**src/rtl/utx_pkg.sv**
```systemverilog
package utx_pkg;

    localparam int DATA_W = 8;

    typedef enum logic [2:0] {
        ST_IDLE,
        ST_START,
        ST_DATA,
        ST_PARITY,
        ST_STOP
    } frame_state_e;

    typedef struct packed {
        logic len8;
        logic par_en;
        logic par_odd;
        logic stop2;
    } frame_cfg_t;

    // Parity bit over the bits that are actually sent.
    function automatic logic frame_parity(input logic [DATA_W-1:0] d,
                                          input logic len8,
                                          input logic odd);
        logic [DATA_W-1:0] m;
        m = len8 ? d : {1'b0, d[DATA_W-2:0]};
        return (^m) ^ odd;
    endfunction

endpackage

```
**src/rtl/utx_bit_timer.sv**
```systemverilog
module utx_bit_timer #(
    parameter int OVERSAMPLE = 16
) (
    input  logic clk,
    input  logic rst,
    input  logic tick,
    output logic bit_edge,
    output logic bit_mid
);
    localparam int PW = (OVERSAMPLE > 2) ? $clog2(OVERSAMPLE) : 1;
    localparam logic [PW-1:0] LAST = PW'(OVERSAMPLE - 1);
    localparam logic [PW-1:0] MID  = PW'(OVERSAMPLE / 2 - 1);

    logic [PW-1:0] phase;

    always_ff @(posedge clk) begin
        if (rst) begin
            phase <= '0;
        end else if (tick) begin
            phase <= (phase == LAST) ? '0 : phase + 1'b1;
        end
    end

    assign bit_edge = tick && (phase == LAST);
    assign bit_mid  = tick && (phase == MID);
endmodule

```
**src/rtl/utx_hold_buf.sv**
```systemverilog
module utx_hold_buf
    import utx_pkg::*;
(
    input  logic              clk,
    input  logic              rst,
    input  logic              wr_en,
    input  logic [DATA_W-1:0] wr_data,
    input  logic              bit_mid,
    input  logic              take,
    output logic [DATA_W-1:0] data_q,
    output logic              full,
    output logic              armed
);
    always_ff @(posedge clk) begin
        if (rst) begin
            data_q <= '0;
            full   <= 1'b0;
            armed  <= 1'b0;
        end else begin
            if (wr_en) begin
                data_q <= wr_data;
            end
            if (wr_en) begin
                full <= 1'b1;
            end else if (take) begin
                full <= 1'b0;
            end
            // A character must have been held across a mid-bit instant
            // before an idle engine may pick it up.
            if (take) begin
                armed <= 1'b0;
            end else if (bit_mid && full) begin
                armed <= 1'b1;
            end
        end
    end
endmodule

```
**src/rtl/utx_framer.sv**
```systemverilog
module utx_framer
    import utx_pkg::*;
(
    input  logic              clk,
    input  logic              rst,
    input  logic              bit_edge,
    input  frame_cfg_t        cfg,
    input  logic [DATA_W-1:0] hold_data,
    input  logic              hold_full,
    input  logic              hold_armed,
    output logic              take,
    output logic              txd,
    output logic              shift_done
);
    frame_state_e      state;
    logic [DATA_W-1:0] sh;
    logic [2:0]        bit_idx;
    logic              par_bit;
    logic              second_stop;
    logic              last_stop;
    logic [2:0]        last_idx;

    assign last_idx  = cfg.len8 ? 3'd7 : 3'd6;
    assign last_stop = (state == ST_STOP) && (second_stop || !cfg.stop2);
    assign take      = bit_edge && hold_full &&
                       (((state == ST_IDLE) && hold_armed) || last_stop);

    always_ff @(posedge clk) begin
        if (rst) begin
            state       <= ST_IDLE;
            sh          <= '0;
            bit_idx     <= '0;
            par_bit     <= 1'b0;
            second_stop <= 1'b0;
        end else if (take) begin
            state       <= ST_START;
            sh          <= hold_data;
            par_bit     <= frame_parity(hold_data, cfg.len8, cfg.par_odd);
            bit_idx     <= '0;
            second_stop <= 1'b0;
        end else if (bit_edge) begin
            case (state)
                ST_START: state <= ST_DATA;
                ST_DATA: begin
                    sh      <= sh >> 1;
                    bit_idx <= bit_idx + 1'b1;
                    if (bit_idx == last_idx) begin
                        state <= cfg.par_en ? ST_PARITY : ST_STOP;
                    end
                end
                ST_PARITY: state <= ST_STOP;
                ST_STOP: begin
                    if (cfg.stop2 && !second_stop) begin
                        second_stop <= 1'b1;
                    end else begin
                        state       <= ST_IDLE;
                        second_stop <= 1'b0;
                    end
                end
                default: state <= ST_IDLE;
            endcase
        end
    end

    always_comb begin
        case (state)
            ST_START:  txd = 1'b0;
            ST_DATA:   txd = sh[0];
            ST_PARITY: txd = par_bit;
            default:   txd = 1'b1;
        endcase
    end

    assign shift_done = (state == ST_IDLE) || ((state == ST_STOP) && second_stop);
endmodule

```
**src/rtl/dbuf_uart_tx.sv**
```systemverilog
module dbuf_uart_tx
    import utx_pkg::*;
#(
    parameter int OVERSAMPLE = 16
) (
    input  logic              clk,
    input  logic              rst,
    input  logic              baud_tick,
    input  logic              wr_en,
    input  logic [DATA_W-1:0] wr_data,
    input  logic              cfg_len8,
    input  logic              cfg_parity_en,
    input  logic              cfg_parity_odd,
    input  logic              cfg_stop2,
    input  logic              cfg_irq_on_done,
    output logic              txd,
    output logic              buf_empty,
    output logic              shift_done,
    output logic              tx_irq
);
    logic              bit_edge;
    logic              bit_mid;
    logic              take;
    logic [DATA_W-1:0] hold_data;
    logic              hold_full;
    logic              hold_armed;
    logic              empty_q;
    logic              done_q;
    frame_cfg_t        cfg;

    assign cfg = '{len8: cfg_len8, par_en: cfg_parity_en,
                   par_odd: cfg_parity_odd, stop2: cfg_stop2};

    utx_bit_timer #(.OVERSAMPLE(OVERSAMPLE)) u_timer (
        .clk(clk), .rst(rst), .tick(baud_tick),
        .bit_edge(bit_edge), .bit_mid(bit_mid)
    );

    utx_hold_buf u_hold (
        .clk(clk), .rst(rst), .wr_en(wr_en), .wr_data(wr_data),
        .bit_mid(bit_mid), .take(take),
        .data_q(hold_data), .full(hold_full), .armed(hold_armed)
    );

    utx_framer u_framer (
        .clk(clk), .rst(rst), .bit_edge(bit_edge), .cfg(cfg),
        .hold_data(hold_data), .hold_full(hold_full), .hold_armed(hold_armed),
        .take(take), .txd(txd), .shift_done(shift_done)
    );

    assign buf_empty = !hold_full;

    // Edge detection on both flags; reset to 1 so release gives no pulse.
    always_ff @(posedge clk) begin
        if (rst) begin
            empty_q <= 1'b1;
            done_q  <= 1'b1;
        end else begin
            empty_q <= buf_empty;
            done_q  <= shift_done;
        end
    end

    assign tx_irq = cfg_irq_on_done ? (shift_done && !done_q)
                                    : (buf_empty && !empty_q);
endmodule

```
**config.mk**
```make
export PLATFORM = sky130hd
export DESIGN_NAME = dbuf_uart_tx
export DESIGN_NICKNAME = d
export VERILOG_FILES = /design/src/rtl/utx_pkg.sv /design/src/rtl/utx_bit_timer.sv /design/src/rtl/utx_hold_buf.sv /design/src/rtl/utx_framer.sv /design/src/rtl/dbuf_uart_tx.sv
export SDC_FILE = /design/constraint.sdc
export NUM_CORES = 1
export LEC_CHECK = 0
export BUFFER_PORTS_ARGS = -buffer_cell sky130_fd_sc_hd__buf_2
export CAP_MARGIN = 20
export CORE_MARGIN = 8
export CORE_UTILIZATION = 55
export DETAILED_ROUTE_END_ITERATION = 12
export PLACE_DENSITY = 0.86
export SETUP_SLACK_MARGIN = 0.1
export SYNTH_ARGS = -nofsm -noshare
export SYNTH_HDL_FRONTEND = slang
export SYNTH_SLANG_ARGS = --single-unit
```
**constraint.sdc**
```tcl
create_clock -name clk -period 2.27 [get_ports clk]
set_clock_uncertainty 0.2 [all_clocks]
set_input_delay 0.3405 -clock clk [delete_from_list [all_inputs] [get_ports clk]]
set_output_delay 0.3405 -clock clk [all_outputs]
set_load 0.01 [all_outputs]
```
==> load_flow_metrics.sql <==
INSERT INTO impl_metrics (metric_group, metric, value, unit) VALUES
('clock_network', 'cts_tree', 'yes', ''),
('power', 'power.leakage', '0.6581', 'nW'),
('power', 'finalPower', '1.120', 'mW'),
('synth', 'postSynth.topFlopCell', 'dfxtp_1', ''),
('route', 'detailedRoute.firstIterationViolations', '77', ''),
('synth', 'synth_edf_count', '0', ''),
('synth', 'mappedNetlistNets', '183', ''),
('timing', 'timing.final.ws_setup', '210.6', 'ps'),
('timing', 'layout_min_cycle_time', '2059', 'ps'),
('global_routing', 'grt.total_usage', '14.51', '%'),
('setup_path', 'worst-r2r-cell-count', '5', ''),
('final_layout', 'layout-area-overhead-vs-synth', '12.13', '%'),
('global_routing', 'grt_start_max_net_pins', '18', ''),
('timing', 'slew_violations', '0', ''),
('timing', 'setup_total_negative_slack', '0', 'ps'),
('setup_path', 'worst_path_max_delay_cell', 'dfxtp_1', ''),
('synth', 'synth_most_common_cell', 'dfxtp_1', ''),
('clock_network', 'buffers_inserted_during_post_cts_setup_optimization', '0', ''),
('global_routing', 'grt_pass1_vias', '1135', ''),
('synth', 'syn-cell-area', '1495', 'um^2'),
('clock_network', 'clkLatencyLatePin', '340', 'ps'),
('placed_design', 'io_buffer_count', '20', ''),
('placed_design', 'dp_cells', '207', ''),
('final_layout', 'final_net_count', '202', ''),
('min_path', 'min_path_type', 'input port to flip-flop', ''),
('setup_path', 'cp_cell_sequence', 'inv_1 -> o21ai_1 -> o32ai_1 -> buf_2', ''),
('final_layout', 'post_route_cells_drive_above_1_share', '19.57', '%'),
('setup_path', 'timing.rr.end', 'u_framer.par_bit', ''),
('route', 'postRouteAntennaNets', '0', ''),
('min_path', 'hold_path_cells', '3', ''),
('route', 'firstDrtPassIters', '4', ''),
('floorplanning', 'die_height', '68.14', 'um'),
('final_layout', 'final_core_utilization', '62.97', '%'),
('clock_network', 'cts_max_level', '2', ''),
('placed_design', 'gp_congestion', '0.8454', ''),
('synth', 'synth.top_cell.area_share', '42.85', '%'),
('floorplanning', 'fp.dieW', '68.14', 'um'),
('setup_path', 'critical_path_peak_fanout', '8', ''),
('power', 'power.density_cell_area', '667.9', 'nW/um^2'),
('timing', 'finalHoldViolations', '0', ''),
('power', 'vdd_drop_max', '0.5592', 'mV'),
('flow_run', 'max_cap_viol_count', '0', ''),
('synth', 'netlist.top_cell.by_area', 'dfxtp_1', ''),
('global_routing', 'total_congestion_overflow', '0', ''),
('timing', 'worstMarginPinSlew', '384.2', 'ps'),
('route', 'route.vias.total', '1218', ''),
('synth', 'ys.warnings.count', '0', ''),
('floorplanning', 'fp.dieArea', '4643', 'um^2'),
('setup_path', 'critical_path.startpoint_type', 'flip-flop', ''),
('timing', 'finalSetupViolCount', '0', ''),
('route', 'met1_length', '1311', 'um'),
('clock_network', 'cts_root_buf', 'clkbuf_4', ''),
('floorplanning', 'design.portCount', '21', ''),
('setup_path', 'cp_data_required_time', '1730', 'ps'),
('global_routing', 'grt_antenna_before_repair', '0', ''),
('setup_path', 'worst_setup_path_end_kind', 'primary output', ''),
('synth', 'synthCells', '164', ''),
('timing', 'min_period_over_period', '90.72', '%'),
('setup_path', 'critical_path_arrival', '1520', 'ps'),
('final_layout', 'diodes', '0', ''),
('placed_design', 'dp_hpwl', '2304', 'um'),
('setup_path', 'endpoint', 'tx_irq', ''),
('status', 'outcome', 'finished clean', ''),
('timing', 'max_freq', '485.6', 'MHz'),
('synth', 'synth_seq_cells', '32', ''),
('synth', 'yosys-top-cells-area', 'dfxtp_1, mux2i_1, nor2_1', ''),
('final_layout', 'fillCellCount', '243', ''),
('final_layout', 'final_cells', '215', ''),
('route', 'routed_met2_length', '1489', 'um'),
('placed_design', 'place_ws', '201.6', 'ps'),
('global_routing', 'grt_first_pass_wirelength', '5043', 'um');
==> layer usage <==
metal	global-route usage [%]	vias to the layer above
met3	5.892	6
li1	-	608
met1	16.43	559
met2	23.21	45
met5	0	-
met4	7.161	0
==> report_power, final <==
part / switching, mW / internal (mW)
logic: 0.0441 / 0.0473
registers: 0.0147 / 0.576
clock network: 0.208 / 0.229
==> stage by stage <==
step | hold slack (ps) | cell area (um^2)
floorplan | 208.7 | 1495
global placement | 237.1 | 1590
detailed placement | 255.1 | 1590
CTS | 29.93 | 1670
global route | 20.69 | 1677
finish | 40.75 | 1677
==> cells by family (layout without fill, tap and decap cells) <==
logic type | count (synthesis) | after routing | share of synthesized area (%)
simple gates | 64 | 64 | 23.68
flops | 32 | 32 | 42.84
compound gates | 31 | 31 | 12.97
buf+inv | 14 | 34 | 4.686
xor+xnor | 11 | 11 | 7.364
mux | 10 | 10 | 6.778
fa+ha+maj | 2 | 2 | 1.673
==> worst max-delay path, delay by kind of cell (launching register included) <==
kind / cells / cell delay, ps
DFF: 1 / 530
AOI/OAI and AO/OA: 2 / 360
buffers and inverters: 2 / 290
==> worst min-delay path by stage <==
stage	start	to	slack [ps]
after CTS	wr_data[4]	u_hold.data_q[4]	30
after global routing	wr_data[4]	u_hold.data_q[4]	20
after floorplan	u_hold.full	empty_q	210
after detailed placement	u_hold.full	empty_q	260
final	wr_data[5]	u_hold.data_q[5]	40
after global placement	u_hold.full	empty_q	240
==> final cells by class <==
| cell class | instances | area (um^2) | share of cell area (%) |
|---|---|---|---|
| Inverter | 5 | 18.77 | 1.119 |
| Clock buffer | 5 | 37.54 | 2.239 |
| Tap cell | 31 | 38.79 | 2.313 |
| Timing Repair Buffer | 21 | 107.6 | 6.418 |
| Clock inverter | 3 | 42.54 | 2.537 |
| Multi-Input combinational cell | 118 | 790.8 | 47.16 |
| Sequential cell | 32 | 640.6 | 38.21 |
==> sequential cells by signal (all words and copies together) (netlist names) <==
name,count
empty_q,1
u_framer.par_bit,1
done_q,1
u_timer.phase,4
u_framer.second_stop,1
u_hold.full,1
u_framer.sh,8
u_hold.armed,1
u_framer.state,3
u_framer.bit_idx,3
u_hold.data_q,8
==> repair_timing <==
action | in CTS | in global routing
hold buffers | 0 | 0
resized for setup | 1 | 3
endpoints found under the hold margin | 0 | 0
setup endpoints to repair | 1 | 3
==> cells in the final DEF (no fill, tap or decap), drive strengths merged <==
cell	count
a21oi	12
a221o	1
a22oi	6
a2bb2oi	1
a311oi	1
a31oi	3
and2	2
and4	2
buf	21
bufinv	1
clkbuf	5
clkinv	1
clkinvlp	1
dfxtp	32
ha	2
inv	5
mux2	1
mux2i	9
nand2	13
nand2b	5
nand3	12
nand3b	3
nand4	2
nor2	17
nor2b	3
nor3	2
nor3b	2
nor4	1
o21a	1
o21ai	4
o22ai	1
o32ai	1
xnor2	6
xnor3	1
xor2	4
(Power assumes the default switching activity.)
